==> config.mk <==
export PLATFORM = sky130hd
export DESIGN_NAME = pwm_bank
export DESIGN_NICKNAME = d
export VERILOG_FILES = /design/src/rtl/pwm_pkg.sv /design/src/rtl/pwm_timer.sv /design/src/rtl/pwm_channel.sv /design/src/rtl/pwm_bank.sv
export SDC_FILE = /design/constraint.sdc
export NUM_CORES = 1
export LEC_CHECK = 0
export CAP_MARGIN = 40
export CORE_MARGIN = 1.5
export CORE_UTILIZATION = 36
export DETAILED_ROUTE_END_ITERATION = 7
export DONT_BUFFER_PORTS = 1
export MAX_ROUTING_LAYER = met4
export PLACE_DENSITY = 0.47
export SKIP_LAST_GASP = 1
export SLEW_MARGIN = 20
export SYNTH_ARGS = -nofsm -noshare
export SYNTH_HDL_FRONTEND = slang
export SYNTH_SLANG_ARGS = --single-unit
==> constraint.sdc <==
create_clock -name clk -period 8.1 [get_ports clk]
set_input_delay 2.43 -clock clk [delete_from_list [all_inputs] [get_ports clk]]
set_output_delay 2.43 -clock clk [all_outputs]
set_load 0.03 [all_outputs]
==> src/rtl/pwm_pkg.sv <==
// Package: shared register codes and field positions for the PWM bank.
// Assumes a 32-bit write data word and 8-bit fade fields.
package pwm_pkg;
    typedef enum logic [1:0] {
        REG_PERIOD = 2'd0,
        REG_CHAN   = 2'd1,
        REG_FADE   = 2'd2,
        REG_NONE   = 2'd3
    } reg_code_e;

    localparam int DATA_W     = 32;
    localparam int FADE_W     = 8;
    localparam int SEL_BIT    = 16;
    localparam int F_DIR_BIT  = 0;
    localparam int F_STEP_LSB = 8;
    localparam int F_PPS_LSB  = 16;
    localparam int F_CNT_LSB  = 24;
endpackage

==> src/rtl/pwm_timer.sv <==
// Module: one period counter. It counts 0..period-1 on each tick and then wraps.
// Assumes the period may change at any time. A count at or past the new limit
// wraps on the next tick. A period of 0 or 1 wraps on every tick.
module pwm_timer #(
    parameter int CW = 8
) (
    input  logic          clk,
    input  logic          rst_n,
    input  logic          tick,
    input  logic [CW-1:0] period,
    output logic [CW-1:0] cnt,
    output logic          wrap
);
    // End of period: the next tick returns the count to zero.
    assign wrap = tick && (({1'b0, cnt} + 1'b1) >= {1'b0, period});

    // Advance or wrap the count on each tick.
    always_ff @(posedge clk) begin
        if (!rst_n)    cnt <= '0;
        else if (wrap) cnt <= '0;
        else if (tick) cnt <= cnt + 1'b1;
    end

    a_r3_count_step: assert property (@(posedge clk) disable iff (!rst_n)
        (tick && !wrap) |=> (cnt == $past(cnt) + 1'b1));
    a_r3_count_idle: assert property (@(posedge clk) disable iff (!rst_n)
        !tick |=> $stable(cnt));
endmodule

==> src/rtl/pwm_channel.sv <==
// Module: one PWM channel. It holds a shadowed duty and select, a fraction
// dither accumulator and a fade engine, and compares the selected counter
// against its effective duty. Every state change happens at the boundary
// of the selected counter, except fade start and the pending shadow load.
// Assumes the timer buses carry TPG counters of CW bits each.
module pwm_channel
    import pwm_pkg::*;
#(
    parameter int CW   = 8,
    parameter int FW   = 4,
    parameter int TPG  = 2,
    parameter int SELW = 1
) (
    input  logic              clk,
    input  logic              rst_n,
    input  logic [TPG*CW-1:0] t_cnt,
    input  logic [TPG*CW-1:0] t_per,
    input  logic [TPG-1:0]    t_wrap,
    input  logic              duty_we,
    input  logic [CW+FW-1:0]  duty_wdata,
    input  logic [SELW-1:0]   sel_wdata,
    input  logic              fade_we,
    input  logic              fade_dir_in,
    input  logic [FADE_W-1:0] fade_step_in,
    input  logic [FADE_W-1:0] fade_pps_in,
    input  logic [FADE_W-1:0] fade_cnt_in,
    output logic              pwm,
    output logic              done
);
    localparam int DUTYW = CW + FW;
    localparam int SUMW  = ((CW > FADE_W) ? CW : FADE_W) + 1;

    logic [SELW-1:0]   sel_q, pend_sel;
    logic [DUTYW-1:0]  duty_q, pend_duty;
    logic              pend_v;
    logic [FW-1:0]     acc_q;
    logic [CW:0]       eff_q;
    logic              fade_act, fade_dir;
    logic [FADE_W-1:0] fade_step, fade_pps, fade_left, ppc_q;

    logic [CW-1:0]     cur_cnt, cur_per, base_int, stepped_int, next_int;
    logic [FW-1:0]     base_frac;
    logic [DUTYW-1:0]  base;
    logic              boundary, step_now;
    logic [FW:0]       acc_sum;
    logic [SUMW-1:0]   up_sum;

    // Pick the selected counter's state from the group buses.
    assign cur_cnt  = t_cnt[sel_q*CW +: CW];
    assign cur_per  = t_per[sel_q*CW +: CW];
    assign boundary = t_wrap[sel_q];

    // Compute the duty for the next period: the shadow value, then a fade step, then the dither carry.
    always_comb begin
        base        = pend_v ? pend_duty : duty_q;
        base_int    = base[DUTYW-1:FW];
        base_frac   = base[FW-1:0];
        step_now    = fade_act && (({1'b0, ppc_q} + 1'b1) >= {1'b0, fade_pps});
        up_sum      = SUMW'(base_int) + SUMW'(fade_step);
        if (fade_dir)
            stepped_int = (up_sum > SUMW'(cur_per)) ? cur_per : CW'(up_sum);
        else
            stepped_int = (SUMW'(base_int) < SUMW'(fade_step)) ? '0
                        : CW'(SUMW'(base_int) - SUMW'(fade_step));
        next_int    = step_now ? stepped_int : base_int;
        acc_sum     = {1'b0, acc_q} + {1'b0, base_frac};
    end

    // Shadow registers: hold a software write until the next boundary.
    always_ff @(posedge clk) begin
        if (!rst_n) begin
            pend_v    <= 1'b0;
            pend_duty <= '0;
            pend_sel  <= '0;
        end else if (duty_we) begin
            pend_v    <= 1'b1;
            pend_duty <= duty_wdata;
            pend_sel  <= sel_wdata;
        end else if (boundary) begin
            pend_v    <= 1'b0;
        end
    end

    // Active state: at each boundary, update the duty, select, accumulator and effective duty.
    always_ff @(posedge clk) begin
        if (!rst_n) begin
            duty_q <= '0;
            sel_q  <= '0;
            acc_q  <= '0;
            eff_q  <= '0;
        end else if (boundary) begin
            duty_q <= {next_int, base_frac};
            sel_q  <= pend_v ? pend_sel : sel_q;
            acc_q  <= acc_sum[FW-1:0];
            eff_q  <= {1'b0, next_int} + (CW+1)'(acc_sum[FW]);
        end
    end

    // Fade engine: load on start, then count periods and steps at boundaries.
    always_ff @(posedge clk) begin
        if (!rst_n) begin
            fade_act  <= 1'b0;
            fade_dir  <= 1'b0;
            fade_step <= '0;
            fade_pps  <= '0;
            fade_left <= '0;
            ppc_q     <= '0;
            done      <= 1'b0;
        end else if (fade_we) begin
            fade_dir  <= fade_dir_in;
            fade_step <= fade_step_in;
            fade_pps  <= fade_pps_in;
            fade_left <= fade_cnt_in;
            ppc_q     <= '0;
            fade_act  <= (fade_cnt_in != '0);
            done      <= (fade_cnt_in == '0);
        end else if (boundary && fade_act) begin
            if (step_now) begin
                ppc_q     <= '0;
                fade_left <= fade_left - 1'b1;
                if (fade_left == FADE_W'(1)) begin
                    fade_act <= 1'b0;
                    done     <= 1'b1;
                end
            end else begin
                ppc_q <= ppc_q + 1'b1;
            end
        end
    end

    // Output compare: high while the counter is below the effective duty.
    assign pwm = ({1'b0, cur_cnt} < eff_q);

    a_r5_eff_holds: assert property (@(posedge clk) disable iff (!rst_n)
        !boundary |=> $stable(eff_q));
    a_r5_sel_holds: assert property (@(posedge clk) disable iff (!rst_n)
        !boundary |=> $stable(sel_q));
    a_r8_done_clears: assert property (@(posedge clk) disable iff (!rst_n)
        (fade_we && fade_cnt_in != '0) |=> !done);
    a_r8_done_sets: assert property (@(posedge clk) disable iff (!rst_n)
        (!fade_we && boundary && step_now && fade_left == FADE_W'(1)) |=> done);
    a_r7_up_no_wrap: assert property (@(posedge clk) disable iff (!rst_n)
        (!fade_we && !pend_v && boundary && step_now && fade_dir)
        |=> (duty_q[DUTYW-1:FW] >= $past(duty_q[DUTYW-1:FW])
             || duty_q[DUTYW-1:FW] == $past(cur_per)));
    a_r7_down_no_wrap: assert property (@(posedge clk) disable iff (!rst_n)
        (!fade_we && !pend_v && boundary && step_now && !fade_dir)
        |=> (duty_q[DUTYW-1:FW] <= $past(duty_q[DUTYW-1:FW])));
endmodule

==> src/rtl/pwm_bank.sv <==
// Module: top of the PWM bank. It decodes the write port, holds the counter
// periods, generates the prescaler for the slow group, the counters and the
// channels. Assumes NTIMER and NCH are even. Half of each belongs to the fast
// group and half to the slow group.
module pwm_bank
    import pwm_pkg::*;
#(
    parameter int CW     = 8,
    parameter int FW     = 4,
    parameter int NCH    = 4,
    parameter int NTIMER = 4,
    parameter int LS_DIV = 2,
    localparam int IDXW  = (NCH > NTIMER) ? $clog2(NCH) : $clog2(NTIMER),
    localparam int AW    = IDXW + 2
) (
    input  logic              clk,
    input  logic              rst_n,
    input  logic              wr_en,
    input  logic [AW-1:0]     wr_addr,
    input  logic [DATA_W-1:0] wr_data,
    output logic [NCH-1:0]    pwm_out,
    output logic [NCH-1:0]    fade_done
);
    localparam int TPG  = NTIMER / 2;
    localparam int CPG  = NCH / 2;
    localparam int SELW = (TPG > 1) ? $clog2(TPG) : 1;
    localparam int PSW  = $clog2(LS_DIV + 1);

    reg_code_e           code;
    logic [IDXW-1:0]     idx;
    logic [CW-1:0]       per_q [NTIMER];
    logic [CW-1:0]       t_cnt [NTIMER];
    logic [NTIMER-1:0]   t_wrap;
    logic [PSW-1:0]      ps_q;
    logic                slow_tick;
    logic                unused_bits;

    assign code = reg_code_e'(wr_addr[AW-1 -: 2]);
    assign idx  = wr_addr[IDXW-1:0];
    assign unused_bits = ^{wr_data[DATA_W-1:SEL_BIT+SELW], wr_data[SEL_BIT-1:CW+FW],
                           wr_data[F_STEP_LSB-1:F_DIR_BIT+1]};

    // Period registers: written directly and used by the counters at once.
    always_ff @(posedge clk) begin
        if (!rst_n) begin
            for (int i = 0; i < NTIMER; i++) per_q[i] <= '0;
        end else if (wr_en && code == REG_PERIOD && int'(idx) < NTIMER) begin
            per_q[idx] <= wr_data[CW-1:0];
        end
    end

    // Prescaler: one slow-group tick every LS_DIV clocks.
    always_ff @(posedge clk) begin
        if (!rst_n)         ps_q <= '0;
        else if (slow_tick) ps_q <= '0;
        else                ps_q <= ps_q + 1'b1;
    end
    assign slow_tick = (ps_q == PSW'(LS_DIV - 1));

    a_r3_prescale_bound: assert property (@(posedge clk) disable iff (!rst_n)
        slow_tick |=> (ps_q == '0));

    for (genvar t = 0; t < NTIMER; t++) begin : g_timer
        pwm_timer #(.CW(CW)) u_timer (
            .clk    (clk),
            .rst_n  (rst_n),
            .tick   ((t < TPG) ? 1'b1 : slow_tick),
            .period (per_q[t]),
            .cnt    (t_cnt[t]),
            .wrap   (t_wrap[t])
        );
    end

    for (genvar c = 0; c < NCH; c++) begin : g_chan
        localparam int GRP = c / CPG;
        logic [TPG*CW-1:0] bus_cnt, bus_per;
        logic [TPG-1:0]    bus_wrap;

        for (genvar k = 0; k < TPG; k++) begin : g_bus
            assign bus_cnt[k*CW +: CW] = t_cnt[GRP*TPG + k];
            assign bus_per[k*CW +: CW] = per_q[GRP*TPG + k];
            assign bus_wrap[k]         = t_wrap[GRP*TPG + k];
        end

        pwm_channel #(.CW(CW), .FW(FW), .TPG(TPG), .SELW(SELW)) u_chan (
            .clk          (clk),
            .rst_n        (rst_n),
            .t_cnt        (bus_cnt),
            .t_per        (bus_per),
            .t_wrap       (bus_wrap),
            .duty_we      (wr_en && code == REG_CHAN && int'(idx) == c),
            .duty_wdata   (wr_data[CW+FW-1:0]),
            .sel_wdata    (wr_data[SEL_BIT +: SELW]),
            .fade_we      (wr_en && code == REG_FADE && int'(idx) == c),
            .fade_dir_in  (wr_data[F_DIR_BIT]),
            .fade_step_in (wr_data[F_STEP_LSB +: FADE_W]),
            .fade_pps_in  (wr_data[F_PPS_LSB +: FADE_W]),
            .fade_cnt_in  (wr_data[F_CNT_LSB +: FADE_W]),
            .pwm          (pwm_out[c]),
            .done         (fade_done[c])
        );
    end
endmodule

# After elaboration in Yosys (flattened, before gate mapping)
# Memory sizes are Yosys's and may differ from the RTL's.
# Cells that the tools add are included.
[word_totals]
ff_bits = 334
mem_bits_rw = 32
inputBits = 39
out_inout_bits = 8
elab_cells = 296
mem_count = 1
[mem_list]
columns = ["name", "depth", "width", "rd", "rd_ports_with_merged_regs", "wr", "line", "source"]
rows = [
  ["per_q", 4, 8, 4, 0, 4, "pwm_bank.sv:31", "logic [CW-1:0] per_q [NTIMER];"],
]
[op_classes]
n_addsub = 37
n_lt_le_gt_ge = 24
eq_ne = 10
shift = 8
mux = 91
bitwise_logic = 1
n_reduce_logical = 63
[op_table]
columns = ["operator", "count"]
rows = [
  ["$mux W8", 33],
  ["$shiftx A16 B5 Y8", 8],
  ["$add A8 B1 Y9 const B", 8],
  ["$ge A9 B8 Y1", 8],
  ["$add A8 B1 Y8 const B", 8],
  ["$mux W1", 53],
  ["$mux W12", 4],
  ["$add A8 B1 Y9", 4],
  ["$add A8 B8 Y9", 4],
  ["$gt A9 B8 Y1", 4],
  ["$lt A8 B9 Y1", 4],
  ["$eq A8 B1 Y1 const B", 4],
  ["$lt A8 B8 Y1", 4],
  ["$reduce_bool A2 Y1", 16],
  ["$sub A8 B1 Y8 const B", 4],
  ["$sub A8 B8 Y8", 4],
  ["$logic_and A1 B1 Y1", 21],
  ["$add A4 B4 Y5", 4],
  ["$reduce_or A2 Y1", 9],
  ["$reduce_and A2 Y1", 8],
  ["$reduce_and A3 Y1", 4],
  ["$logic_not A8 Y1", 1],
  ["$lt A1 B2 Y1 const B", 4],
  ["$reduce_bool A8 Y1", 1],
  ["other kinds (7)", 12],
]

# Depth between registers and ports, before layout
[logic_depth]
ltp_word = 8
mapped_depth = 27
depth_no_buf = 24

# By module
# From an unflattened synthesis, not the netlist that was laid out.
[hier_totals]
hier_cells = 2963
area_unflattened_um2 = 25913.6
[modules_own_cells]
columns = ["mod", "instances", "cells_per_inst", "area_per_inst_um2"]
rows = [
  ["pwm_channel at g_chan[3].u_chan", 1, 617, 5413.9],
  ["pwm_channel at g_chan[1].u_chan", 1, 628, 5398.9],
  ["pwm_channel at g_chan[0].u_chan", 1, 628, 5395.2],
  ["pwm_channel at g_chan[2].u_chan", 1, 625, 5357.6],
  ["pwm_timer", 4, 89, 711.9],
  ["pwm_bank", 1, 109, 1500.2],
]

# Least setup slack after synthesis
# No wires, ideal clock.
[synth_path]
kind = "register -> register"
startpoint = "register g_chan[2].u_chan.pend_v"
endpoint = "register g_chan[2].u_chan.eff_q[6]"
arrival_ns = 5.344
path_slack_ns = 2.623
stages_incl_launch_ff = 24
synth_period_minus_slack_ns = 5.477
path_cell_list = "dfxtp_1 clkbuf_1 mux2_2 ha_1 clkbuf_1 or2_2 a2111o_1 o311a_1 ha_1 and3_1 and3_1 a211oi_2 or2_1 clkbuf_1 mux2_2 a221oi_1 a21oi_1 ha_1 ha_1 inv_1 a311oi_1 and4_1 xnor2_1 a21oi_1"
[synth_via]
elab_chain_len = 7
word_cells_on_any_way = 11
[synth_rtl]
columns = ["element", "line", "source"]
rows = [
  ["from (decl)", "pwm_channel.sv:35", "logic pend_v;"],
  ["from (signal assigned)", "pwm_channel.sv:72", "pend_v <= 1'b0;"],
  ["from (signal assigned)", "pwm_channel.sv:76", "pend_v <= 1'b1;"],
  ["from (signal assigned)", "pwm_channel.sv:80", "pend_v <= 1'b0;"],
  ["$mux W12 *", "pwm_channel.sv:55", "base = pend_v ? pend_duty : duty_q;"],
  ["$add A8 B8 Y9", "pwm_channel.sv:59", "up_sum = SUMW'(base_int) + SUMW'(fade_step);"],
  ["$gt A9 B8 Y1", "pwm_channel.sv:61", "stepped_int = (up_sum > SUMW'(cur_per)) ? cur_per : CW'(up_sum);"],
  ["$mux W8", "pwm_channel.sv:61", ""],
  ["$mux W8", "pwm_channel.sv:60", "if (fade_dir)"],
  ["$mux W8 *", "pwm_channel.sv:65", "next_int = step_now ? stepped_int : base_int;"],
  ["net g_chan[2].u_chan.next_int[0]", "pwm_channel.sv:41", "logic [CW-1:0] cur_cnt, cur_per, base_int, stepped_int, next_int;"],
  ["$add A8 B1 Y9 *", "pwm_channel.sv:95", "eff_q <= {1'b0, next_int} + (CW+1)'(acc_sum[FW]);"],
  ["to (signal assigned)", "pwm_channel.sv:95", ""],
  ["to (decl)", "pwm_channel.sv:37", "logic [CW:0] eff_q;"],
]
# The timed path passes the listed nets; every way through them passes the cells marked *.
# A chain may end at the register's enable or synchronous reset.

# Worst setup path after layout
[layout_path]
startpoint = "register g_chan[3].u_chan.pend_v"
endpoint = "register g_chan[3].u_chan.eff_q[6]"
[layout_via]
elab_chain_len = 7
word_cells_on_any_way = 11
[layout_rtl]
columns = ["element", "line"]
rows = [
  ["from (decl)", "pwm_channel.sv:35"],
  ["from (signal assigned)", "pwm_channel.sv:72"],
  ["from (signal assigned)", "pwm_channel.sv:76"],
  ["from (signal assigned)", "pwm_channel.sv:80"],
  ["$mux W12 *", "pwm_channel.sv:55"],
  ["$add A8 B8 Y9", "pwm_channel.sv:59"],
  ["$gt A9 B8 Y1", "pwm_channel.sv:61"],
  ["$mux W8", "pwm_channel.sv:61"],
  ["$mux W8", "pwm_channel.sv:60"],
  ["$mux W8 *", "pwm_channel.sv:65"],
  ["net g_chan[3].u_chan.next_int[1]", "pwm_channel.sv:41"],
  ["$add A8 B1 Y9 *", "pwm_channel.sv:95"],
  ["to (signal assigned)", "pwm_channel.sv:95"],
  ["to (decl)", "pwm_channel.sv:37"],
]
# Marks and branches as above.

==> impl_summary.txt <==
----------------------------------------------------
[Finish]
  Fill count ... around 6,800
  Growth of design area from synthesis to finish ... 9.258%
  Number of nets in the finished design ... between 3,000 and 4,000
  Fraction of final layout cells sized beyond drive strength 1 ... 0.07204
  Post-layout instance count excluding filler cells ... 3,766

[Die]
  Effective utilization at floorplan ... 0.3624
  Number of cell rows ... 94
  Die Span X ... 260.1 µm
  Die Y ... 260.1 µm
  Number of top-level design ports ... 47
  Total Die Area ... 67,630 µm²
  Floorplan Core Area ... roughly 66,000 µm²

[Outcome]
  Result of the run ... completed

[Global route]
  Number of global-route vias before repair ... between 15,000 and 20,000
  Aggregate global routing overflow ... 0
  Total global routing track utilization ... 0.2212
  Initial antenna violation count ... 5
  Pin count of the biggest net entering global routing ... 84
  Global-route wire length before repair ... 113,400 µm

[Synthesis]
  Number of enable-type register cells in the synthesized netlist ... 32
  Yosys warnings ... 0
  Post-synth design cell area ... 23,790 µm²
  Top cells by area, synth ... dfxtp_1 28%, ha_1 12%, nand2_1 7.4%, a21oi_1 6.8%, edfxtp_1 4.0%
  Flip-flop and latch count after synthesis ... 366
  Average cell area after synthesis ... 8.093 µm²
  Predominant post-synthesis flop cell ... dfxtp_1
  Area share of the leading cell type in the synthesized netlist ... 0.2811
  Async set or reset register ratio after synthesis ... 0
  Unique cell type count in the Yosys netlist ... 87
  Cells after Synth ... 2,939
  Library cell with the largest summed area after synthesis ... dfxtp_1
  Register area share after synthesis ... 0.3215
  Post-synthesis net count ... 3,220

[Worst hold path]
  Hold Crit Class ... register to register
  Worst Hold Launch ... ps_q[0]$_SDFF_PP0_

[Setup path]
  Crit Path Category ... register to register
  CP endpoint kind ... register
  Kind of start point of the critical path ... register
  Slack of the worst reg-to-reg path ... ~1.8 ns
  Required arrival time at the worst endpoint ... 8.61 ns
  Reg-to-reg startpoint ... g_chan[3].u_chan.pend_v$_SDFFE_PN0P_
  Arrival time at the worst endpoint ... between 6 and 7 ns
  Critical Path Fanout Max ... 14
  Critical Path Start ... g_chan[3].u_chan.pend_v$_SDFFE_PN0P_

[Place]
  Port-buffer cells ... 0
  Placer's final routability congestion estimate ... roughly 0.88
  Post-detailed-placement half-perimeter wirelength ... 53,830 µm
  Number of cells after detailed placement ... about 3,700

[Pwr]
  Power density over the cells ... between 150 and 200 nW/µm²
  VDD IR-drop max ... 0.1695 mV
  Cell leakage power ... 10.14 nW

[Clocking]
  Clock insertion delay at the later pin of the skew report ... 0.60 ns
  Number of levels the H-tree was split into ... 2
  Number of setup buffers added after CTS ... 0
  Root Buffer ... clkbuf_16
  Clock tree from TritonCTS ... yes
  CTS buffer count ... between 40 and 50
  Num Clock Sinks ... between 300 and 400
  Clock-pin slew on the worst setup and hold paths ... ~0.060 ns
  Hold buffer count at CTS ... 0
  Post-cts gate resize count ... 0
  Buffer depth of the longest clock path ... 3

[Timing]
  Least-Margin Pin Slew ... 0.8130 ns
  Number of pins exceeding their max-slew limit in the final report ... 0
  Final critical-path required period ... 6.265 ns
  Setup repair after global routing missed its margin ... no
  Final period utilization ... 0.7735
  Final setup violation count ... 0
  Worst relative slew slack ... 0.4580
  Fin Setup TNS ... 0 ns
  Hold Violations, Final ... 0
  Achievable frequency ... 159.6 MHz
  Layout Skew ... 0.01784 ns

[Route]
  Average wire per standard cell ... slightly below 20 µm
  DRT Wirelength ... 73,030 µm
  Initial detailed-routing violation count ... ~1,400
  Final ANT Viol Nets ... 0
  Vias per std cell ... between 5 and 6
  Residual DRC ... 0
  Via count ... 20,030
  Detailed-router iteration count before antenna repair ... 5

[Job]
  Max-capacitance violation count ... 0

----------------------------------------------------
## cells in the final DEF, fill, tap and decap left out, types with 16 or more instances in the layout
| cell | n |
|---|---|
| buf_4 | 30 |
| edfxtp_1 | 32 |
| nand4_1 | 32 |
| o21ai_0 | 110 |
| mux2_2 | 69 |
| ha_1 | 230 |
| nor2_1 | 179 |
| and3_1 | 32 |
| o21a_1 | 24 |
| nand3_1 | 70 |
| a31oi_1 | 25 |
| nor3_1 | 32 |
| nor2b_1 | 31 |
| xor2_1 | 73 |
| a211oi_1 | 39 |
| a211o_1 | 16 |
| nand2_1 | 467 |
| nand2b_1 | 35 |
| o211ai_1 | 18 |
| inv_1 | 208 |
| mux2i_1 | 68 |
| dfxtp_1 | 334 |
| a21o_1 | 29 |
| xnor2_1 | 77 |
| a21oi_1 | 322 |
| clkbuf_16 | 47 |
## per-stage QoR
stage	instance area [µm²]	worst slack [ns]	utilization	hold WS (ns)	total power, mW
floorplan	23790	2.623	-	0.3974	2.159
global placement	24440	2.106	0.3725	0.4056	2.232
detailed placement	24520	1.995	0.3736	0.4162	2.239
CTS	25970	1.931	0.3957	0.4240	4.286
global route	25990	1.357	0.3960	0.4510	4.384
finish	25990	1.835	0.3960	0.4192	4.225
## critical path: stages, from the launching register on
cell	delay [ns]
dfxtp_1	0.83
mux2i_1	0.41
inv_1	0.14
ha_1	0.44
nor3_1	0.21
o21ai_0	0.15
a31oi_1	0.20
xor2_1	0.23
inv_1	0.07
ha_1	0.32
nand4_1	0.11
or2_2	0.28
a21oi_1	0.20
o21a_1	0.40
mux2i_1	0.26
a221o_1	0.25
a21boi_0	0.31
ha_1	0.25
inv_1	0.05
a221oi_1	0.23
nor4b_1	0.47
xor2_1	0.13
a211oi_1	0.23
## routing by layer
| layer | global-route usage | wire length, µm |
|---|---|---|
| met4 | 0.06326 | 1906 |
| met1 | 0.2905 | 34430 |
| met5 | - | 0 |
| met3 | 0.04230 | 4389 |
| met2 | 0.3445 | 32310 |
## final cells by class
| type | instances | area, µm² | area share |
|---|---|---|---|
| multi-input combinational | 2203 | 14710 | 0.5659 |
| sequential | 366 | 7647 | 0.2943 |
| clock buffer | 61 | 1249 | 0.04805 |
| tap | 864 | 1081 | 0.04160 |
| inverter | 209 | 792.0 | 0.03048 |
| timing repair buffer | 39 | 305.3 | 0.01175 |
| clock inverter | 23 | 205.2 | 0.007896 |
| antenna | 1 | 2.502 | 0.00009629 |
## power by group
part           switching (mW)  total [mW]  internal, mW
clock network           0.846        2.02          1.18
registers              0.0407        1.90          1.86
logic                   0.188       0.301         0.113
## synth_stat cells (7+ instances only)
master,count
dfxtp_1,334
nor2_1,179
a21o_1,29
mux2i_1,68
nand3_1,70
buf_2,7
inv_1,209
or3_1,12
nor3_1,32
o21a_1,24
ha_1,230
nor2b_1,31
nor4_1,14
nand2b_1,35
a21boi_0,12
fa_1,12
o21bai_1,7
xor2_1,73
nand3b_1,10
nand4_1,32
clkbuf_1,125
a31oi_1,25
a211o_1,16
o21ai_0,111
o211ai_1,18
edfxtp_1,32
nand2_1,467
a21oi_1,322
o31ai_1,11
a211oi_1,39
xnor2_1,77
or2_2,11
mux2_2,69
and3_1,32
o21ai_1,8
o31a_1,7
o211a_1,8
buf_4,10
buf_1,11
## flip-flops by register name (all words and copies together), names as in the netlist, 16 cells and up
signal / flops
g_chan.u_chan.fade_pps: 32
g_chan.u_chan.pend_duty: 48
g_chan.u_chan.fade_left: 32
g_timer.u_timer.cnt: 32
g_chan.u_chan.duty_q: 48
g_chan.u_chan.eff_q: 36
g_chan.u_chan.acc_q: 16
per_q: 32
g_chan.u_chan.fade_step: 32
g_chan.u_chan.ppc_q: 32
## cell families (layout without fill, tap and decap cells)
logic type	count (synthesis)	after routing	share of synthesized area
fa+ha+maj	242	242	0.1311
compound gates	706	706	0.1838
simple gates	968	968	0.1856
buf+inv	370	332	0.06154
other cells	0	1	0
xor+xnor	150	150	0.05523
mux	137	137	0.06128
flops	366	366	0.3215
## final timing paths
check	end	depth (start not counted)
hold / removal	ps_q[0]$_SDFF_PP0_	1
setup reg to reg	g_chan[3].u_chan.eff_q[6]$_SDFFE_PN0P_	22
hold reg to reg	ps_q[0]$_SDFF_PP0_	1
setup / recovery	g_chan[3].u_chan.eff_q[6]$_SDFFE_PN0P_	22
No activity file was read; power rests on OpenSTA's default activity.
